`src/rtl/asi_ldd_exc_classify.sv`:
```
module asi_ldd_exc_classify #(
  parameter int RD_W = 5,
  parameter logic [2:0] FT_BAD_SPACE = 3'b011
) (
  input  logic            clk,
  input  logic            rst,
  input  logic            req_vld,
  input  logic [7:0]      space_id,
  input  logic [2:0]      addr_lo,
  input  logic [RD_W-1:0] rd,
  output logic [2:0]      exc_onehot,
  output logic [2:0]      fault_code,
  output logic            pass_legal
);

  logic commit_sp, partial_sp, reserved;
  logic mis_gen, mis_ldd, dax;
  logic rd_unused;

  assign rd_unused  = ^rd;
  assign commit_sp  = (space_id[7:1] == 7'b1110_000);
  assign partial_sp = (space_id[7:4] == 4'hC) && (space_id[2:1] != 2'b11);
  assign reserved   = commit_sp | partial_sp;

  assign mis_gen = (addr_lo[1:0] != 2'b00);
  assign mis_ldd = !mis_gen && addr_lo[2];
  assign dax     = !mis_gen && !addr_lo[2];

  always_ff @(posedge clk) begin
    if (rst) begin
      exc_onehot <= '0;
      fault_code <= '0;
      pass_legal <= 1'b0;
    end else begin
      exc_onehot <= (req_vld && reserved) ? {dax, mis_ldd, mis_gen} : 3'b000;
      fault_code <= (req_vld && reserved && dax) ? FT_BAD_SPACE : 3'b000;
      pass_legal <= req_vld && !reserved;
    end
  end

  logic past_ok, vld_q;
  always_ff @(posedge clk) begin
    if (rst) begin
      past_ok <= 1'b0;
      vld_q   <= 1'b0;
    end else begin
      past_ok <= 1'b1;
      vld_q   <= req_vld;
    end
  end

  a_r9_onehot_exc: assert property (@(posedge clk) disable iff (rst)
    $onehot0(exc_onehot));

  a_r9_exc_pass_exclusive: assert property (@(posedge clk) disable iff (rst)
    !(pass_legal && (exc_onehot != 3'b000)));

  a_r7_code_tracks_dax: assert property (@(posedge clk) disable iff (rst)
    ((fault_code != 3'b000) == exc_onehot[2]));

  a_r11_valid_gives_result: assert property (@(posedge clk) disable iff (rst)
    past_ok && vld_q |-> (pass_legal || $countones(exc_onehot) == 1));

  a_r10_idle_quiet: assert property (@(posedge clk) disable iff (rst)
    past_ok && !vld_q |-> (exc_onehot == 3'b000 && !pass_legal && fault_code == 3'b000));

endmodule

```
`config.mk`:
```
export PLATFORM = sky130hd
export DESIGN_NAME = asi_ldd_exc_classify
export DESIGN_NICKNAME = d
export VERILOG_FILES = /design/src/rtl/asi_ldd_exc_classify.sv
export SDC_FILE = /design/constraint.sdc
export NUM_CORES = 1
export LEC_CHECK = 0
export BUFFER_PORTS_ARGS = -buffer_cell sky130_fd_sc_hd__buf_4
export CAP_MARGIN = 20
export CELL_PAD_IN_SITES_DETAIL_PLACEMENT = 0
export CELL_PAD_IN_SITES_GLOBAL_PLACEMENT = 2
export CORE_MARGIN = 2
export CORE_UTILIZATION = 14
export CTS_CLUSTER_DIAMETER = 100
export DETAILED_ROUTE_END_ITERATION = 12
export MAX_ROUTING_LAYER = met4
export PLACE_DENSITY_LB_ADDON = 0.1
export SYNTH_ARGS = -nofsm -noshare
export SYNTH_HDL_FRONTEND = slang
export SYNTH_SLANG_ARGS = --single-unit
```
`constraint.sdc`:
```
create_clock -name clk -period 2.32 [get_ports clk]
set_input_delay 0.348 -clock clk [delete_from_list [all_inputs] [get_ports clk]]
set_output_delay 0.348 -clock clk [all_outputs]
set_load 0.005 [all_outputs]
```
==> results.cfg <==
[detailed_routing]
routed_wl_um = 470
postRouteAntennaNets = 0
drcViolationCount = 0
vias = 201
drtPass1Iterations = 2
drt-initial-drc-count = 1
via_per_inst = 3.53
wl_per_cell_um = 8.25

[die]
rows = 14
die_area_mm2 = 0.00186
start_util = 0.145
fp.dieH_um = 43.1
die_w_um = 43.1
pin_count = 26
core_mm2 = 0.00147

[synthesis]
synth-simple-area-share = 0.316
synth_xor_area_frac = 0
synth_adder_area_share = 0
syn_area_um2 = 214
synth_fp_nets = 40
ys_ff_latch = 5
synth_warnings = 0
syn_area_per_cell_um2 = 10.2
synth_cell_types = 12
ys_seq_area_frac = 0.468
synth_compound_area_frac = 0.0936
synth_top_family_by_area = simple AND/OR/NAND/NOR gates
synth_mux_area_frac = 0
netlist_instances = 21

[timing]
rsz0062_at_grt = no
timing.fmax_mhz = 985
period_needed_ns = 1.01
finalHoldViolations = 0
fin_crit_sh = 0.437
setup_violations = 0
whs_ns = 0.287
tns_ns = 0
drv_slew = 0

[critical_path]
cp-start-kind = flip-flop
crit_chain = buf_4
worstPathArrival_ns = 0.67
path_class = reg -> out
cp_max_fo = 2
max_stage_delay_ns = 0.30
critical_path.slowest_cell = dfxtp_1
endpoint_kind = output port
cp.required_ns = 1.97
critPathBufInv = 1
critical-path-top-delay-family = flip-flops

[global_routing]
grt_max_degree = 6
antenna_found_initial = 0
grt_overflow = 0
grt_pass1_wl_um = 703
grt.total_usage = 0.0577
grt_pass1_vias = 193

[clocking]
clock_sinks = 5
cts_hold_buf = 0
post_cts_resized = 0
clockBufferDepth = 2
cts_tree = yes
cts_setup_buffers = 0
htreeDepth = 1
numCtsBuffers = 3
cts_root_buf = clkbuf_4
clk_pin_slew_ns = 0.04

[hold_path]
hp-class = in -> reg

[power]
leakagePower_nw = 0.183
power_density_mw_per_mm2 = 566
power_w = 0.000215
ir_drop_mv = 0.130

[cells_and_area]
num_antenna_cells = 0
fin_area_um2 = 380
syn_to_final_growth_pct = 77.8
final_cells = 57
drive_above_1_share = 0.634
seq_area_um2 = 100
layout_commonest_cell = buf_4
fill_cells = 179
mostFrequentLayoutCells = buf_4, dfxtp_1, nor3_1
multi_input_area_um2 = 91.3
nNetsFinal = 61

[place]
dp.cells = 53
port_buffers = 18
detailed_place_hpwl_um = 408
place.gp.congestion = 0.660
place_area_um2 = 354

[outcome]
status = complete, no violations

[flow_run]
cap_violations = 0
-- power breakdown --
part           internal [W]  leakage (nW)   total, W  switching, W
clock network     0.0000650        0.0150  0.0000994     0.0000344
registers         0.0000875        0.0405  0.0000877   0.000000285
logic             0.0000188         0.127  0.0000282    0.00000941
-- routing by layer --
layer / routed length, um / GRT usage / vias up / share of wire
li1: - / - / 108 / -
met1: 146 / 0.0486 / 81 / 0.31
met2: 251 / 0.0746 / 12 / 0.53
met3: 73 / 0.0255 / 0 / 0.16
met4: 0 / 0.0909 / 0 / 0
met5: 0 / - / - / 0
-- path summary, 6_finish.rpt --
path | from | slack, ns | end | cells after the start
hold / removal | addr_lo[2] | 0.29 | exc_onehot[2] | 2
setup / recovery | fault_code[0] | 1.31 | fault_code[1] | 1
-- sequential cells by signal (all words and copies together) (netlist names) --
signal and count:
exc_onehot 3, pass_legal 1, fault_code 1
-- synth_stat cells --
cell       count  area (um2)
conb_1         1        3.75
nor3_1         4        20.0
nand2b_4       1        13.8
o2111ai_2      1        15.0
nor2_1         1        3.75
buf_4          2        15.0
and2b_2        1        8.76
dfxtp_1        5         100
inv_1          2        7.51
a21oi_1        1        5.00
nor3_2         1        10.0
or3_4          1        11.3
-- cell families after synthesis --
logic type             count (synthesis)
buffers and inverters                  4
flip-flops                             5
AO/OA/AOI/OAI                          2
other                                  1
AND/OR/NAND/NOR                        9
-- cell type report --
| cell class | count | share of cell area |
|---|---|---|
| inverters | 2 | 0.0197 |
| well taps | 16 | 0.0526 |
| clock buffers | 4 | 0.0691 |
| multi-input cells | 12 | 0.240 |
| repair buffers | 18 | 0.355 |
| flip-flops and latches | 5 | 0.263 |
-- stage by stage --
step | worst slack, ns | util
after global routing | 1.28 | 0.259
after floorplan | 1.32 | -
after CTS | 1.29 | 0.259
after global placement | 1.13 | 0.241
final | 1.31 | 0.259
after detailed placement | 1.11 | 0.241
Note: power is estimated with default switching activity, not from simulation.
